### config.mk
export PLATFORM = sky130hd
export DESIGN_NAME = boot_mode_seq
export DESIGN_NICKNAME = d
export VERILOG_FILES = /design/src/rtl/boot_seq_pkg.sv /design/src/rtl/boot_seq_dp.sv /design/src/rtl/boot_seq_ctrl.sv /design/src/rtl/boot_mode_seq.sv
export SDC_FILE = /design/constraint.sdc
export NUM_CORES = 1
export LEC_CHECK = 0
export BUFFER_PORTS_ARGS = -buffer_cell sky130_fd_sc_hd__buf_2
export CORE_UTILIZATION = 35
export CTS_BUF_LIST = sky130_fd_sc_hd__clkbuf_8
export DETAILED_ROUTE_END_ITERATION = 7
export PLACE_DENSITY = 0.57
export SYNTH_ARGS = -nofsm -noshare
export SYNTH_HDL_FRONTEND = slang
export SYNTH_SLANG_ARGS = --single-unit
### constraint.sdc
create_clock -name clk -period 2.6 [get_ports clk]
set_input_delay 0.13 -clock clk [delete_from_list [all_inputs] [get_ports clk]]
set_output_delay 0.13 -clock clk [all_outputs]
set_load 0.02 [all_outputs]
### src/rtl/boot_seq_pkg.sv
package boot_seq_pkg;

  localparam logic [2:0] RPT_NONE  = 3'd0;
  localparam logic [2:0] RPT_BLANK = 3'd1;
  localparam logic [2:0] RPT_ROMID = 3'd2;
  localparam logic [2:0] RPT_FACID = 3'd3;
  localparam logic [2:0] RPT_SUM   = 3'd4;

  localparam logic [1:0] FN_ERASE    = 2'd0;
  localparam logic [1:0] FN_SELFTEST = 2'd1;
  localparam logic [1:0] FN_IDS      = 2'd2;
  localparam logic [1:0] FN_SUM      = 2'd3;

  typedef struct packed {
    logic addrClr;
    logic addrInc;
    logic addrLdKey;
    logic addrLdId;
    logic accClr;
    logic accAdd;
    logic capMode;
    logic rptLoad;
    logic rptFromAcc;
  } seqStrobe_t;

  typedef struct packed {
    logic       bootRom;
    logic       testLat;
    logic [1:0] selLat;
    logic       wordBlank;
    logic       keyMatch;
    logic       addrLast;
  } seqStat_t;

endpackage

### src/rtl/boot_seq_dp.sv
module boot_seq_dp
  import boot_seq_pkg::*;
#(
  parameter int          ADDR_W  = 6,
  parameter int          DATA_W  = 32,
  parameter int          CW_W    = 16,
  parameter logic [15:0] BOOT_CW = 16'h0001,
  parameter int          SV_ADDR = 62,
  parameter int          ID_ADDR = 60,
  parameter logic [31:0] SV_KEY  = 32'h5A17_C3E9
) (
  input  logic              clk,
  input  logic              rstN,
  input  logic              testEnPin,
  input  logic              testPin,
  input  logic [1:0]        funcSel,
  input  seqStrobe_t        stb,
  input  logic [DATA_W-1:0] flashRdData,
  output logic [ADDR_W-1:0] flashAddr,
  output logic [CW_W-1:0]   ctrlWord,
  output logic [DATA_W-1:0] rptData,
  output seqStat_t          stat
);

  localparam int SYNC_W = 3;
  localparam logic [ADDR_W-1:0] LAST_ADDR = ADDR_W'((1 << ADDR_W) - 1);
  localparam logic [ADDR_W-1:0] KEY_ADDR  = ADDR_W'(SV_ADDR);
  localparam logic [ADDR_W-1:0] IDW_ADDR  = ADDR_W'(ID_ADDR);
  localparam logic [CW_W-1:0]   CW_BOOT   = CW_W'(BOOT_CW);
  localparam logic [DATA_W-1:0] KEY_VAL   = DATA_W'(SV_KEY);

  // two-flop synchronizer, free running through reset
  logic [SYNC_W-1:0] syncA, syncB;
  always_ff @(posedge clk) begin
    syncA <= {testPin, funcSel};
    syncB <= syncA;
  end

  // control register: loaded only while reset is held
  always_ff @(posedge clk) begin
    if (!rstN) ctrlWord <= testEnPin ? CW_BOOT : '0;
  end

  logic       modeTest;
  logic [1:0] modeSel;
  always_ff @(posedge clk) begin
    if (!rstN) begin
      modeTest <= 1'b0;
      modeSel  <= 2'd0;
    end else if (stb.capMode) begin
      modeTest <= syncB[2];
      modeSel  <= syncB[1:0];
    end
  end

  logic [ADDR_W-1:0] addrQ;
  always_ff @(posedge clk) begin
    if (!rstN)              addrQ <= '0;
    else if (stb.addrClr)   addrQ <= '0;
    else if (stb.addrLdKey) addrQ <= KEY_ADDR;
    else if (stb.addrLdId)  addrQ <= IDW_ADDR;
    else if (stb.addrInc)   addrQ <= addrQ + 1'b1;
  end
  assign flashAddr = addrQ;

  logic [DATA_W-1:0] accQ, rptHold;
  always_ff @(posedge clk) begin
    if (!rstN) begin
      accQ    <= '0;
      rptHold <= '0;
    end else begin
      if (stb.accClr)      accQ <= '0;
      else if (stb.accAdd) accQ <= accQ + flashRdData;
      if (stb.rptLoad)     rptHold <= flashRdData;
    end
  end
  assign rptData = stb.rptFromAcc ? accQ : rptHold;

  always_comb begin
    stat.bootRom   = ctrlWord[0];
    stat.testLat   = modeTest;
    stat.selLat    = modeSel;
    stat.wordBlank = &flashRdData;
    stat.keyMatch  = (flashRdData == KEY_VAL);
    stat.addrLast  = (addrQ == LAST_ADDR);
  end

  // control word fixed once reset is released
  a_r1_cw_hold: assert property (@(posedge clk) disable iff (!rstN)
    1'b1 |=> $stable(ctrlWord));

  // captured mode only changes on the single capture strobe
  a_r2_mode_hold: assert property (@(posedge clk) disable iff (!rstN)
    (!stb.capMode && !$rose(rstN)) |=> $stable({modeTest, modeSel}));

endmodule

### src/rtl/boot_seq_ctrl.sv
module boot_seq_ctrl
  import boot_seq_pkg::*;
(
  input  logic       clk,
  input  logic       rstN,
  input  seqStat_t   stat,
  input  logic       flashRdValid,
  input  logic       flashEraseDone,
  output seqStrobe_t stb,
  output logic       flashRdReq,
  output logic       flashEraseReq,
  output logic       appStart,
  output logic       dbgEnable,
  output logic       selfTestBusy,
  output logic       rptValid,
  output logic [2:0] rptCode
);

  typedef enum logic [4:0] {
    ST_SAMPLE, ST_DECIDE, ST_KEY_RD, ST_KEY_WAIT, ST_APP, ST_PARK,
    ST_BLK_RD, ST_BLK_WAIT, ST_ERASE, ST_ERASE_WAIT, ST_RPT_BLANK,
    ST_SELFTEST, ST_ID_RD, ST_ID_WAIT, ST_RPT_ROM, ST_FAC_RD,
    ST_FAC_WAIT, ST_RPT_FAC, ST_SUM_RD, ST_SUM_WAIT, ST_RPT_SUM, ST_DONE
  } seqState_e;

  seqState_e state, stateNxt;

  always_ff @(posedge clk) begin
    if (!rstN) state <= ST_SAMPLE;
    else       state <= stateNxt;
  end

  always_comb begin
    stateNxt = state;
    stb      = '0;
    unique case (state)
      ST_SAMPLE: begin
        stb.capMode = 1'b1;
        stateNxt    = stat.bootRom ? ST_DECIDE : ST_APP;
      end
      ST_DECIDE: begin
        if (!stat.testLat) begin
          stb.addrLdKey = 1'b1;
          stateNxt      = ST_KEY_RD;
        end else begin
          unique case (stat.selLat)
            FN_ERASE: begin
              stb.addrClr = 1'b1;
              stateNxt    = ST_BLK_RD;
            end
            FN_SELFTEST: stateNxt = ST_SELFTEST;
            FN_IDS: begin
              stb.addrLdId = 1'b1;
              stateNxt     = ST_ID_RD;
            end
            FN_SUM: begin
              stb.addrClr = 1'b1;
              stb.accClr  = 1'b1;
              stateNxt    = ST_SUM_RD;
            end
            default: stateNxt = ST_DONE;
          endcase
        end
      end
      ST_KEY_RD: stateNxt = ST_KEY_WAIT;
      ST_KEY_WAIT: if (flashRdValid) stateNxt = stat.keyMatch ? ST_APP : ST_PARK;
      ST_BLK_RD: stateNxt = ST_BLK_WAIT;
      ST_BLK_WAIT: begin
        if (flashRdValid) begin
          if (!stat.wordBlank) stateNxt = ST_ERASE;
          else if (stat.addrLast) stateNxt = ST_RPT_BLANK;
          else begin
            stb.addrInc = 1'b1;
            stateNxt    = ST_BLK_RD;
          end
        end
      end
      ST_ERASE: stateNxt = ST_ERASE_WAIT;
      ST_ERASE_WAIT: begin
        if (flashEraseDone) begin
          stb.addrClr = 1'b1;
          stateNxt    = ST_BLK_RD;
        end
      end
      ST_RPT_BLANK: stateNxt = ST_DONE;
      ST_ID_RD: stateNxt = ST_ID_WAIT;
      ST_ID_WAIT: begin
        if (flashRdValid) begin
          stb.rptLoad = 1'b1;
          stateNxt    = ST_RPT_ROM;
        end
      end
      ST_RPT_ROM: begin
        stb.addrInc = 1'b1;
        stateNxt    = ST_FAC_RD;
      end
      ST_FAC_RD: stateNxt = ST_FAC_WAIT;
      ST_FAC_WAIT: begin
        if (flashRdValid) begin
          stb.rptLoad = 1'b1;
          stateNxt    = ST_RPT_FAC;
        end
      end
      ST_RPT_FAC: stateNxt = ST_DONE;
      ST_SUM_RD: stateNxt = ST_SUM_WAIT;
      ST_SUM_WAIT: begin
        if (flashRdValid) begin
          stb.accAdd = 1'b1;
          if (stat.addrLast) stateNxt = ST_RPT_SUM;
          else begin
            stb.addrInc = 1'b1;
            stateNxt    = ST_SUM_RD;
          end
        end
      end
      ST_RPT_SUM: begin
        stb.rptFromAcc = 1'b1;
        stateNxt       = ST_DONE;
      end
      default: stateNxt = state;
    endcase
  end

  assign flashRdReq    = (state == ST_KEY_RD) || (state == ST_BLK_RD) || (state == ST_ID_RD) ||
                         (state == ST_FAC_RD) || (state == ST_SUM_RD);
  assign flashEraseReq = (state == ST_ERASE);
  assign appStart      = (state == ST_APP);
  assign dbgEnable     = (state == ST_PARK);
  assign selfTestBusy  = (state == ST_SELFTEST);
  assign rptValid      = (state == ST_RPT_BLANK) || (state == ST_RPT_ROM) ||
                         (state == ST_RPT_FAC) || (state == ST_RPT_SUM);

  always_comb begin
    unique case (state)
      ST_RPT_BLANK: rptCode = RPT_BLANK;
      ST_RPT_ROM:   rptCode = RPT_ROMID;
      ST_RPT_FAC:   rptCode = RPT_FACID;
      ST_RPT_SUM:   rptCode = RPT_SUM;
      default:      rptCode = RPT_NONE;
    endcase
  end

  // outcomes exclusive and sticky
  a_r11_exclusive: assert property (@(posedge clk) disable iff (!rstN)
    !(appStart && dbgEnable));
  a_r11_app_hold: assert property (@(posedge clk) disable iff (!rstN)
    appStart |=> appStart);
  // parked sequencer stays parked and silent on the flash port
  a_r4_park_quiet: assert property (@(posedge clk) disable iff (!rstN)
    dbgEnable |=> (dbgEnable && !flashRdReq && !flashEraseReq));
  // erase only after a high captured test pin
  a_r10_erase_gate: assert property (@(posedge clk) disable iff (!rstN)
    flashEraseReq |-> stat.testLat);
  // zero control word never touches flash
  a_r1_no_flash: assert property (@(posedge clk) disable iff (!rstN)
    !stat.bootRom |-> (!flashRdReq && !flashEraseReq));
  // self-test holds and stays silent
  a_r7_busy_hold: assert property (@(posedge clk) disable iff (!rstN)
    selfTestBusy |=> (selfTestBusy && !rptValid && !flashRdReq));
  // one read outstanding at a time
  a_r5_single_read: assert property (@(posedge clk) disable iff (!rstN)
    flashRdReq |=> !flashRdReq);

endmodule

### src/rtl/boot_mode_seq.sv
module boot_mode_seq
  import boot_seq_pkg::*;
#(
  parameter int          ADDR_W  = 6,
  parameter int          DATA_W  = 32,
  parameter int          CW_W    = 16,
  parameter logic [15:0] BOOT_CW = 16'h0001,
  parameter int          SV_ADDR = 62,
  parameter int          ID_ADDR = 60,
  parameter logic [31:0] SV_KEY  = 32'h5A17_C3E9
) (
  input  logic              clk,
  input  logic              rstN,
  input  logic              testEnPin,
  input  logic              testPin,
  input  logic [1:0]        funcSel,
  output logic              flashRdReq,
  output logic [ADDR_W-1:0] flashAddr,
  input  logic [DATA_W-1:0] flashRdData,
  input  logic              flashRdValid,
  output logic              flashEraseReq,
  input  logic              flashEraseDone,
  output logic [CW_W-1:0]   ctrlWord,
  output logic              appStart,
  output logic              dbgEnable,
  output logic              selfTestBusy,
  output logic              rptValid,
  output logic [2:0]        rptCode,
  output logic [DATA_W-1:0] rptData
);

  seqStrobe_t stb;
  seqStat_t   stat;

  boot_seq_ctrl u_ctrl (
    .clk            (clk),
    .rstN           (rstN),
    .stat           (stat),
    .flashRdValid   (flashRdValid),
    .flashEraseDone (flashEraseDone),
    .stb            (stb),
    .flashRdReq     (flashRdReq),
    .flashEraseReq  (flashEraseReq),
    .appStart       (appStart),
    .dbgEnable      (dbgEnable),
    .selfTestBusy   (selfTestBusy),
    .rptValid       (rptValid),
    .rptCode        (rptCode)
  );

  boot_seq_dp #(
    .ADDR_W  (ADDR_W),
    .DATA_W  (DATA_W),
    .CW_W    (CW_W),
    .BOOT_CW (BOOT_CW),
    .SV_ADDR (SV_ADDR),
    .ID_ADDR (ID_ADDR),
    .SV_KEY  (SV_KEY)
  ) u_dp (
    .clk         (clk),
    .rstN        (rstN),
    .testEnPin   (testEnPin),
    .testPin     (testPin),
    .funcSel     (funcSel),
    .stb         (stb),
    .flashRdData (flashRdData),
    .flashAddr   (flashAddr),
    .ctrlWord    (ctrlWord),
    .rptData     (rptData),
    .stat        (stat)
  );

endmodule

**Yosys cells after proc, flatten, opt, wreduce, memory -nomap -nowiden**

Cells that the tools add are included.

- Input port bits: 40
- Flip-flop bits (word level): 100
- Word-level logic and storage cells: 102

- Mux-type cells: 39
- $add $sub $neg: 2
- Equality and inequality tests: 31
- Reduce and logical (&&, ||, !) cells: 19
- Bitwise operators: 1

Operator list:

| kind | count |
|---|---|
| 5-bit one-hot mux with 16 select lines | 1 |
| 5-bit by 4-bit equality test with 1-bit output (second input constant) | 8 |
| 5-bit two-way mux | 8 |
| 32-bit adder | 1 |
| 32-bit by 31-bit equality test with 1-bit output (second input constant) | 1 |
| 32-bit two-way mux | 1 |
| 32-bit AND reduction | 1 |
| 5-bit equality test (second input constant) | 5 |
| 5-bit by 3-bit equality test with 1-bit output (second input constant) | 4 |
| 5-bit one-hot mux with 4 select lines | 1 |
| 6-bit two-way mux | 3 |
| 1-bit two-way mux | 17 |
| 16-bit nonzero test | 1 |
| 2-bit inequality test (second input constant) | 6 |
| 3-bit one-hot mux with 4 select lines | 1 |
| 5-bit by 2-bit equality test with 1-bit output (second input constant) | 2 |
| 3-bit two-way mux | 3 |
| 2-bit OR reduction | 4 |
| 1-bit logical OR | 7 |
| 7-bit AND reduction | 1 |
| 6-bit by 1-bit adder with 6-bit output (second input constant) | 1 |
| 6-bit equality test (second input constant) | 1 |
| 5-bit by 1-bit equality test with 1-bit output (second input constant) | 1 |
| 5-bit zero test | 1 |
| 11 further kinds | 12 |

**Depth between registers and ports, before layout**

- Depth after elaboration: 8
- Depth in mapped cells: 10
- Mapped depth without buffers: 10

**Cells and area by module**

From an unflattened synthesis, not the netlist that was laid out.

- Cell total of the unflattened synthesis: 693
- Area, all modules: 6098.3 um^2

By module, submodules not included:

| module | seq. area each (um^2) | area each (um^2) | instances | cells an instance |
|---|---|---|---|---|
| boot_seq_dp | 1611.5 | 5097.4 | 1 | 552 |
| boot_seq_ctrl | 100.1 | 1001.0 | 1 | 141 |

**Least setup slack after synthesis**

No wires, ideal clock.

- Path kind: register -> register
- Start point: reg u_dp.accQ[0]
- End point: reg u_dp.accQ[30]
- Stages on the path, launching flop included: 11
- Slack: 127 ps
- Library setup time: 115 ps
- Arrival: 2358 ps
- Clock period less this slack: 2473 ps
- Buffers on the path: 0
- Cells stage by stage: dfxtp_1 > ha_1 > fa_1 > a211oi_1 > o21bai_1 > a21oi_1 > o211a_1 > o21ai_1 > a211o_1 > mux2i_1 > nand2_1

- Longest elaborated chain between the ends: 1

RTL lines:

| element | RTL line | source |
|---|---|---|
| start: declaration | boot_seq_dp.sv:66 | `logic [DATA_W-1:0] accQ, rptHold;` |
| start signal: assignment | boot_seq_dp.sv:73 | `else if (stb.accAdd) accQ <= accQ + flashRdData;` |
| 32-bit adder | boot_seq_dp.sv:73 |  |

No other way between the ends.
A chain may end at the register's enable or synchronous reset.

**Worst setup path in the final report**

- Start point: reg u_dp.accQ[6]
- End point: reg u_dp.accQ[31]

Same word-level chain as after synthesis.

==> key figures <==
Route
  • Wire per inst: 15.56 um
  • Vias per cell: 5.230
  • DRC: 0
  • DRT Wirelength: 17,530 um
  • Initial DRC Count: 332
  • Post-DRT Antenna Nets: 0
  • Via count: ~5.9k
  • Drt first pass iters: 5

Setup path
  • WP depth: 9
  • Crit path largest cell delay: 530 ps
  • Crit start category: register
  • CP Class: register to register
  • Reg-to-Reg Start: u_dp.accQ[6]
  • Crit path DAT: roughly 2800 ps
  • Worst R2R Setup Slack: 150 ps
  • Crit-path leading delay family: compound AO/OA/AOI/OAI gates
  • R2R cell count: 9
  • Slowest-stage cell, CP: or4b_4
  • WP data required: 2910 ps
  • CP endpoint kind: register
  • Worst Path Max Fanout: 5
  • CP most frequent cell: mux2i_1
  • Crit path from: u_dp.accQ[6]
  • CP Cell Sequence: ha_2, a21oi_2, o21ai_2, or4b_4, o21ai_4, o41ai_4, a31oi_1, mux2i_1, mux2i_1
  • Worst path bufs/invs: 0

STA
  • Slew Limit Headroom: between 40% and 50%
  • RSZ-0062 raised after global routing: yes
  • Worst setup margin: 151.3 ps
  • Final period utilization: 94.18%
  • Setup TNS: 0 ps
  • Final Hold Viols: 0
  • Worst slew pin tran: 763.1 ps
  • Max Clock Freq: about 0.41 GHz
  • Max-slew violation count: 0
  • Clock tree skew after final layout: 16.22 ps
  • Tmin final: 2449 ps
  • # setup viols final: 0

Synth
  • Cell variety after synth: 67
  • Synth Area in Simple Gates: 26.81%
  • Register area share after synthesis: 29.09%
  • Main flop type after synthesis: dfxtp_1
  • Post-synthesis mux area share: 6.294%
  • Area leader, netlist: dfxtp_1
  • Asr flop ratio synth: 0%
  • Adder-cell share of the synthesized area: 7.995%
  • Mean post-synth cell area: 7.458 um^2
  • Compound-Gate Fraction of Synth Area: 20.31%
  • Post-synth EDFFs: 1
  • #FFs+latches synth: 85
  • Cell area after synthesis: 5884 um^2
  • Yosys top cell area share: 28.58%
  • Main combinational cell family by area after synthesis: simple AND/OR/NAND/NOR gates
  • Synth Warn #: 0
  • Synth top area cells: dfxtp_1 29%, nand2_1 12%, ha_1 7.7%, mux2i_1 6.3%, a21oi_1 5.0%
  • Gate Count Post-Synth: between 700 and 800
  • Post-Synth XOR/XNOR Area: 3.721%

Placed design
  • Detailed placement HPWL: 13,230 um
  • DP Area: 6773 um^2
  • Setup WS pre-CTS: ~20 ps
  • Final Wtd Congestion: between 0.9 and 1
  • Port Buffer Count: 87
  • Cells after DPL: 1,105

Clocking
  • CTS sink count: 85
  • Clk buf depth: 2
  • H-tree depth: 3
  • Num CTS Buffers: 9
  • CTS tree: done
  • CTS Root Cell: clkbuf_8
  • Worst-Skew Late Latency: 390 ps
  • Clock transition at the registers of the reported paths: 100 ps

Worst hold path
  • Worst Hold Class: primary input to register
  • Hold path startpoint: flashRdData[3]
  • Hold Crit Depth: 3

Outcome
  • Outcome: finished clean

Floorplan
  • Die ar.: 17,340 um^2
  • Core Region: 16,520 um^2
  • Die height: 131.7 um
  • Die Wd: 131.7 um
  • Starting Density: 35.61%
  • # IOs: approximately 100
  • Cell Rows: 47

Pwr
  • Max VDD drop: 0.0003433 V
  • Leakage power: 0.003262 uW
  • Pwr per Cell Area: 596.7 nW/um^2

Layout
  • # diodes: 0
  • Commonest non-fill, non-tap cells in the layout: 192 x nand2_1, 87 x buf_2, 82 x dfxtp_1
  • Proportion of layout cells with a drive suffix above 1: between 20% and 30%
  • Area Overhead vs Synth: 22.45%
  • Post-route cell area: 7206 um^2
  • FILL cells: between 1.5k and 2k
  • Commonest non-fill, non-tap cell in the layout: nand2_1
  • Nets@finish: around 980
  • Post-Layout Cell Count: 1,127

GRT
  • Largest net degree at the start of global routing: 39
  • Vias in the first global route: 5,568
  • First-pass GRT wire length: 28,550 um
  • Initial antenna violation count: 0
  • Tot GR Track Use: 20.60%
  • Grt ovf: 0

Run
  • Max cap viols: 0
-- routing by layer --
layer / track usage [%] / routed length (um)
met1: 26.50 / 8134
met2: 34.19 / 8284
met3: 3.627 / 737
met4: 7.752 / 377
met5: 0 / 0
-- path summary, 6_finish.rpt --
kind                endpoint
max            u_dp.accQ[31]
min          u_dp.rptHold[3]
max reg2reg    u_dp.accQ[31]
min reg2reg    u_dp.syncB[1]
-- logic make-up (layout without fill, tap and decap cells) --
group	after synthesis	in the layout
buf+inv	70	174
simple gates	356	356
other cells	1	15
fa+ha+maj	37	37
compound gates	178	178
mux	37	37
flops	85	85
xor+xnor	25	25
-- tightest hold or removal path, stage by stage --
cell	delay [ps]
buf_2	110
mux2i_1	70
nor2_1	70
-- state kept, by name, indices dropped and copies added, names as in the netlist --
name and cells:
u_dp.syncA 3, u_dp.modeSel 2, u_ctrl.state 5, u_dp.flashAddr 6
u_dp.ctrlWord 1, u_dp.modeTest 1, u_dp.rptHold 32, u_dp.accQ 32
u_dp.syncB 3
-- Yosys cell counts (4+ instances only) --
master,instances
nand2_1,192
dfxtp_1,84
nor2_1,68
a21oi_1,59
mux2i_1,37
ha_1,36
clkbuf_1,23
nand4_1,22
o21ai_0,22
nand3_1,20
buf_4,16
inv_1,15
xor2_1,14
a21o_1,13
nor3_1,13
buf_2,11
xnor2_1,11
a211oi_1,9
o21ai_1,8
a31oi_1,7
nand2b_1,7
nor4_1,7
a21oi_2,5
a221oi_1,5
buf_1,5
o211ai_1,5
or3_1,5
o211a_1,4
o21bai_1,4
-- power breakdown --
group	internal, uW	switching (uW)	total (uW)
Clock	565	517	1080
Sequential	1430	141	1570
Combinational	649	1000	1650
-- area by class of cell --
| cell class | instances | area, um^2 | share of cell area, % |
|---|---|---|---|
| timing repair buffer | 143 | 890.9 | 12.36 |
| multi-input combinational | 648 | 4044 | 56.12 |
| clock inverter | 6 | 87.58 | 1.215 |
| sequential | 85 | 1714 | 23.79 |
| clock buffer | 10 | 137.6 | 1.910 |
| inverter | 15 | 56.30 | 0.7814 |
| tap | 220 | 275.3 | 3.820 |
-- stage by stage --
stage	hold WS (ps)	total power [uW]	utilization [%]
final	22.46	4299	43.61
after global routing	35.57	4569	43.61
after CTS	5.094	4319	42.59
after detailed placement	234.9	3219	40.99
after global placement	234.6	3221	40.99
after floorplan	157.7	2670	-
-- repair_timing --
item | CTS | global route
endpoints found under the setup margin | 0 | 10
endpoints found under the hold margin | 4 | 0
setup buffers | 0 | 2
resized for setup | 0 | 29
hold buffers | 4 | 0
Power figures use the tool's default switching activity.
